## src/rtl/asr_pkg.sv

```systemverilog
package asr_pkg;
  typedef enum logic [1:0] {
    SZ_BYTE = 2'd0,
    SZ_HALF = 2'd1,
    SZ_WORD = 2'd2,
    SZ_DBL  = 2'd3
  } opsize_e;

  typedef struct packed {
    logic cf;
    logic of;
    logic sf;
    logic zf;
    logic pf;
  } flags_t;
endpackage

```

## src/rtl/asr_count_mask.sv

```systemverilog
module asr_count_mask
  import asr_pkg::*;
#(
  parameter int CNT_W   = 8,
  parameter int SHAMT_W = 6
) (
  input  opsize_e            size_i,
  input  logic               cnt_sel_i,
  input  logic [CNT_W-1:0]   imm_cnt_i,
  input  logic [CNT_W-1:0]   reg_cnt_i,
  output logic [SHAMT_W-1:0] eff_o
);
  logic [CNT_W-1:0] raw;

  always_comb begin
    raw = cnt_sel_i ? reg_cnt_i : imm_cnt_i;
    if (size_i == SZ_DBL)
      eff_o = raw[SHAMT_W-1:0];
    else
      eff_o = {1'b0, raw[SHAMT_W-2:0]};
  end
endmodule

```

## src/rtl/asr_sign_ext.sv

```systemverilog
module asr_sign_ext
  import asr_pkg::*;
#(
  parameter int DATA_W = 64
) (
  input  opsize_e           size_i,
  input  logic [DATA_W-1:0] op_i,
  output logic [DATA_W-1:0] ext_o,
  output logic [DATA_W-1:0] mask_o,
  output logic              sign_o
);
  localparam int LANES = 4;

  logic [DATA_W-1:0] ext_arr  [LANES];
  logic [DATA_W-1:0] mask_arr [LANES];
  logic              sgn_arr  [LANES];

  for (genvar g = 0; g < LANES; g++) begin : g_lane
    localparam int LW = DATA_W >> (LANES - 1 - g);
    assign mask_arr[g] = {DATA_W{1'b1}} >> (DATA_W - LW);
    assign sgn_arr[g]  = op_i[LW-1];
    assign ext_arr[g]  = (op_i & mask_arr[g]) |
                         (sgn_arr[g] ? ~mask_arr[g] : {DATA_W{1'b0}});
  end

  always_comb begin
    ext_o  = ext_arr[size_i];
    mask_o = mask_arr[size_i];
    sign_o = sgn_arr[size_i];
  end
endmodule

```

## src/rtl/asr_core.sv

```systemverilog
module asr_core #(
  parameter int DATA_W  = 64,
  parameter int SHAMT_W = 6
) (
  input  logic [DATA_W-1:0]  ext_i,
  input  logic [DATA_W-1:0]  mask_i,
  input  logic [SHAMT_W-1:0] eff_i,
  output logic [DATA_W-1:0]  res_o,
  output logic               cf_o,
  output logic               sf_o,
  output logic               zf_o,
  output logic               pf_o
);
  logic [DATA_W-1:0]  shifted;
  logic [DATA_W-1:0]  top_bit;
  logic [SHAMT_W-1:0] last_idx;

  always_comb begin
    shifted  = $signed(ext_i) >>> eff_i;
    res_o    = shifted & mask_i;
    last_idx = eff_i - 1'b1;
    cf_o     = (eff_i == '0) ? 1'b0 : ext_i[last_idx];
    top_bit  = mask_i ^ (mask_i >> 1);
    sf_o     = |(res_o & top_bit);
    zf_o     = (res_o == '0);
    pf_o     = ~^res_o[7:0];
  end
endmodule

```

## src/rtl/asr_unit.sv

```systemverilog
module asr_unit
  import asr_pkg::*;
#(
  parameter int DATA_W = 64,
  parameter int CNT_W  = 8
) (
  input  logic              clk,
  input  logic              rst,
  input  logic              valid_i,
  input  logic [1:0]        size_i,
  input  logic [DATA_W-1:0] op_i,
  input  logic              cnt_sel_i,
  input  logic [CNT_W-1:0]  imm_cnt_i,
  input  logic [CNT_W-1:0]  reg_cnt_i,
  output logic [DATA_W-1:0] result_o,
  output logic              cf_o,
  output logic              of_o,
  output logic              sf_o,
  output logic              zf_o,
  output logic              pf_o
);
  localparam int SHAMT_W = $clog2(DATA_W);

  opsize_e            size;
  logic [SHAMT_W-1:0] eff;
  logic [DATA_W-1:0]  ext, lane_mask, shres;
  logic               lane_sign;
  logic               n_cf, n_sf, n_zf, n_pf;
  flags_t             flags_q;
  logic [DATA_W-1:0]  res_q;

  assign size = opsize_e'(size_i);

  asr_count_mask #(.CNT_W(CNT_W), .SHAMT_W(SHAMT_W)) u_cnt (
    .size_i(size), .cnt_sel_i(cnt_sel_i), .imm_cnt_i(imm_cnt_i),
    .reg_cnt_i(reg_cnt_i), .eff_o(eff)
  );

  asr_sign_ext #(.DATA_W(DATA_W)) u_ext (
    .size_i(size), .op_i(op_i), .ext_o(ext), .mask_o(lane_mask),
    .sign_o(lane_sign)
  );

  asr_core #(.DATA_W(DATA_W), .SHAMT_W(SHAMT_W)) u_core (
    .ext_i(ext), .mask_i(lane_mask), .eff_i(eff), .res_o(shres),
    .cf_o(n_cf), .sf_o(n_sf), .zf_o(n_zf), .pf_o(n_pf)
  );

  always_ff @(posedge clk) begin
    if (rst) begin
      res_q   <= '0;
      flags_q <= '0;
    end else if (valid_i) begin
      res_q <= shres;
      if (eff != '0) begin
        flags_q.cf <= n_cf;
        flags_q.of <= (eff == SHAMT_W'(1)) ? 1'b0 : flags_q.of;
        flags_q.sf <= n_sf;
        flags_q.zf <= n_zf;
        flags_q.pf <= n_pf;
      end
    end
  end

  assign result_o = res_q;
  assign cf_o     = flags_q.cf;
  assign of_o     = flags_q.of;
  assign sf_o     = flags_q.sf;
  assign zf_o     = flags_q.zf;
  assign pf_o     = flags_q.pf;


  zero_cnt_flags_chk: assert property (@(posedge clk) disable iff (rst)
    (valid_i && eff == '0) |=> (flags_q == $past(flags_q)));


  one_cnt_of_chk: assert property (@(posedge clk) disable iff (rst)
    (valid_i && eff == SHAMT_W'(1)) |=> !of_o);


  upper_zero_chk: assert property (@(posedge clk) disable iff (rst)
    valid_i |=> ((result_o & ~$past(lane_mask)) == '0));


  sign_keep_chk: assert property (@(posedge clk) disable iff (rst)
    (valid_i && eff != '0) |=> (sf_o == $past(lane_sign)));


  idle_hold_chk: assert property (@(posedge clk) disable iff (rst)
    !valid_i |=> ($stable(result_o) && $stable(flags_q)));
endmodule

```

## config.mk

```make
export PLATFORM = sky130hd
export DESIGN_NAME = asr_unit
export DESIGN_NICKNAME = d
export VERILOG_FILES = /design/src/rtl/asr_pkg.sv /design/src/rtl/asr_count_mask.sv /design/src/rtl/asr_sign_ext.sv /design/src/rtl/asr_core.sv /design/src/rtl/asr_unit.sv
export SDC_FILE = /design/constraint.sdc
export NUM_CORES = 1
export LEC_CHECK = 0
export ABC_AREA = 1
export BUFFER_PORTS_ARGS = -buffer_cell sky130_fd_sc_hd__buf_2
export CORE_ASPECT_RATIO = 0.7
export CORE_MARGIN = 4
export CORE_UTILIZATION = 58
export CTS_CLUSTER_SIZE = 16
export DETAILED_ROUTE_END_ITERATION = 7
export PLACE_DENSITY_LB_ADDON = 0.05
export SYNTH_ARGS = -nofsm -noshare
export SYNTH_HDL_FRONTEND = slang
export SYNTH_SLANG_ARGS = --single-unit
```

## constraint.sdc

```tcl
create_clock -name clk -period 3.23 [get_ports clk]
set_input_delay 0 -clock clk [delete_from_list [all_inputs] [get_ports clk]]
set_output_delay 0 -clock clk [all_outputs]
set_load 0.01 [all_outputs]
```

==> reports/results.tsv <==
metric	value	unit
run_status	finished with violations	
violations	DRC	
timing_worst_slew_pin_value	1010	ps
grt_max_degree	125	
final_area	0.00964	mm²
timing.final.hold_violations	0	
ys_types	41	
final.fill_count	1401	
grt_util_met3	12.7	%
cts-root-buf	sky130_fd_sc_hd__clkbuf_16	
placedCellCount	1888	
irDropWorstVdd	0.355	mV
worst_skew_pair.late_latency	330	ps
cts_made_buffers	9	
crit_path_required_time	3490	ps
drive_above_1_share	14.3	%
worstSetupStartpointType	primary input	
cts_tree	done	
gp_congestion	1.08	
multi_input_comb_area	0.00616	mm²
post_synthesis_cell_area	0.00833	mm²
detailedPlace.worstSlack	107	ps
utilization	68.8	%
postSynthCellCount	1616	
grt_util_met2	57.7	%
wire_length_of_the_first_global_routing_pass	51.7	mm
yosys.area.top_type_share	27.5	%
fp.dieH	108	µm
overflow	0	
avgRoutedWirePerCell	17.3	µm
timing.slew.headroom	32.8	%
detail_route.wirelength	32.9	mm
die_area	0.0164	mm²
grt_util_all_layers	39.5	%
synth_sequential_area_ratio	16.3	%
flow.area_growth_from_synthesis	15.7	%
pwr_density_cell	425	mW/mm²
stdcell_count	1905	
dp_hpwl	25.7	mm
drt.antenna.violating_nets	0	
cap_viol_max_count	0	
placed_cell_area	0.00932	mm²
worst_path_arrival_time	3230	ps
min_path_type	primary input to register	
top_level_ports	155	
antenna-diode-count	0	
met1_grt_util	56.6	%
timing.final.setup_violations	0	
final.setup.worst_slack	260	ps
detailroute.via_count	11662	
post-route-drc-count	2	
grt_setup_unrepaired	false	
fp.coreArea	0.0140	mm²
totalNegativeSetupSlack	0	ps
chipWidth	151	µm
fin_worst_skew	0	ps
final_max_slew_viol_count	0	
antenna_found_initial	0	
vias_in_the_first_global_route	10093	
clock_tree.buffer_depth	2	
critPathCaptureType	register	
max_freq	0.337	GHz
timing_worst_setup_path_type	primary input to register	
p_leak	5.31	nW
cts_h_tree_depth	3	
timing.final.crit_period	2970	ps
port_buffers	149	
clkSlewWorstSetupHoldPaths	60	ps
syn_nets	1706	
synth-seq-cells	68	
ys_top_cells_by_area	sky130_fd_sc_hd__nand2_1, sky130_fd_sc_hd__nand3_1, sky130_fd_sc_hd__dfxtp_1	
grt.busiest_layer	met2	
rows	36	
register_area	0.00136	mm²
fin_nets	1800	
synth_area_per_cell	5.16	µm²
numClockSinks	68	
ctsResizeCount	0	
yosys_warnings	0	
drt-vias-per-instance	6.12	
min_period_over_period	92.0	%
detailedRoute.firstPassIterationCount	8	
netlist.top_cell.by_area	sky130_fd_sc_hd__nand2_1	
drtIter0Drc	1942	
initial_utilization	59.5	%
worst-path-max-fanout	50	
==> layout make-up <==
type / instances / area share [%]
Inverter: 70 / 2.73
Clock inverter: 6 / 0.662
Timing Repair Buffer: 205 / 13.6
Tap cell: 190 / 2.47
Clock buffer: 10 / 2.48
Multi-Input combinational cell: 1356 / 64.0
Sequential cell: 68 / 14.1
==> cells in the final DEF (no fill, tap or decap), drive strengths merged <==
master	Yosys	routed
o2111ai	1	1
a32o	2	2
nand3b	1	1
nor2	61	61
o21ai	117	117
ha	4	4
conb	1	1
xor2	2	2
dlygate4sd3	0	1
o21a	1	1
or2	1	1
a221o	1	1
a221oi	1	1
o211ai	17	17
clkbuf	51	10
o211a	1	1
inv	64	64
bufinv	0	1
o221ai	1	1
nand4	3	3
a31o	2	2
nand3	437	437
dfxtp	68	68
a211oi	1	1
or3b	1	1
o21bai	1	1
a211o	1	1
xnor2	2	2
clkinv	6	9
nor3	1	1
a31oi	7	7
buf	71	204
nand2	611	611
clkinvlp	0	2
mux2i	1	1
a21oi	76	76
==> synthesized netlist by cell type, drive strengths merged <==
library cell and number:
a221oi 1, a21oi 76, nand2 611, xnor2 2, or2 1, ha 4, mux2i 1, o221ai 1
buf 71, conb 1, o21a 1, clkinv 6, clkbuf 51, a221o 1, inv 64, nand3 437
nand3b 1, nand4 3, or3b 1, o211ai 17, o21bai 1, a32o 2, nor2 61, a31oi 7
o211a 1, a211o 1, dfxtp 68, a31o 2, o21ai 117, o2111ai 1, nor3 1, xor2 2
a211oi 1
==> report_power, final <==
part	total (mW)	switching, mW	leakage (nW)	internal (mW)
sequential	0.937	0.0314	0.562	0.906
clock	0.989	0.372	0.144	0.616
combinational	2.17	1.48	4.61	0.695
==> cells by family (layout without fill, tap and decap cells) <==
logic type / count (synthesis) / count (layout) / synth area share [%]
muxes: 1 / 1 / 0.120
other: 1 / 1 / 0.0450
and+or+nand+nor: 1116 / 1116 / 57.3
AOI/OAI and AO/OA: 230 / 230 / 15.1
adders and majority gates: 4 / 4 / 0.601
buffers and inverters: 192 / 291 / 10.1
xor gates and xnor gates: 4 / 4 / 0.421
DFF: 68 / 68 / 16.3
==> stage by stage <==
stage	power (mW)	hold WS [ps]
after floorplan	2.34	69.1
after global placement	2.98	223
after detailed placement	3.00	234
after CTS	3.98	184
after global routing	4.32	212
final	4.10	167
==> per-layer routing <==
| layer | part of all wire (%) | vias up | routed length (µm) |
|---|---|---|---|
| li1 | - | 5603 | - |
| met1 | 42 | 5190 | 13800 |
| met2 | 41 | 767 | 13400 |
| met3 | 15 | 102 | 4890 |
| met4 | 2.6 | 0 | 871 |
| met5 | 0 | - | 0 |
==> sequential cells by signal, summed over array words and instances, names as in the netlist <==
signal and cells:
result_o 64, cf_o 1, pf_o 1, sf_o 1, zf_o 1
==> worst paths after layout <==
| check | endpoint | startpoint | depth (start not counted) | slack [ps] |
|---|---|---|---|---|
| max | zf_o$_SDFFE_PP0P_ | size_i[0] | 24 | 260 |
| max reg2reg | result_o[0]$_SDFFE_PP0P_ | result_o[0]$_SDFFE_PP0P_ | 4 | 2400 |
| min | result_o[63]$_SDFFE_PP0P_ | op_i[63] | 5 | 170 |
| min reg2reg | sf_o$_SDFFE_PP0P_ | sf_o$_SDFFE_PP0P_ | 2 | 460 |
==> worst max-delay path, cell delays in order <==
cell and delay (ps):
sky130_fd_sc_hd__buf_2 130, sky130_fd_sc_hd__buf_4 160, sky130_fd_sc_hd__nand2_1 60, sky130_fd_sc_hd__nand2_1 60
sky130_fd_sc_hd__nand2_2 110, sky130_fd_sc_hd__buf_12 210, sky130_fd_sc_hd__nand2_1 70, sky130_fd_sc_hd__nand2_1 80
sky130_fd_sc_hd__buf_4 110, sky130_fd_sc_hd__nand3_1 120, sky130_fd_sc_hd__nand3_1 140, sky130_fd_sc_hd__nand2_1 60
sky130_fd_sc_hd__nand2_1 60, sky130_fd_sc_hd__nand2_1 160, sky130_fd_sc_hd__o21ai_1 270, sky130_fd_sc_hd__a221o_1 340
sky130_fd_sc_hd__ha_1 200, sky130_fd_sc_hd__nand4_1 80, sky130_fd_sc_hd__nand3b_1 170, sky130_fd_sc_hd__a21oi_1 140
sky130_fd_sc_hd__nand3_1 100, sky130_fd_sc_hd__nor2_1 110, sky130_fd_sc_hd__nand2_1 130, sky130_fd_sc_hd__a21oi_1 150
==> timing repair <==
action | 4_1_cts | 5_1_grt
hold buffers | 1 | 0
hold endpoints to repair | 3 | 0
setup buffers | 0 | 0
Note: power is estimated with default switching activity, not from simulation.
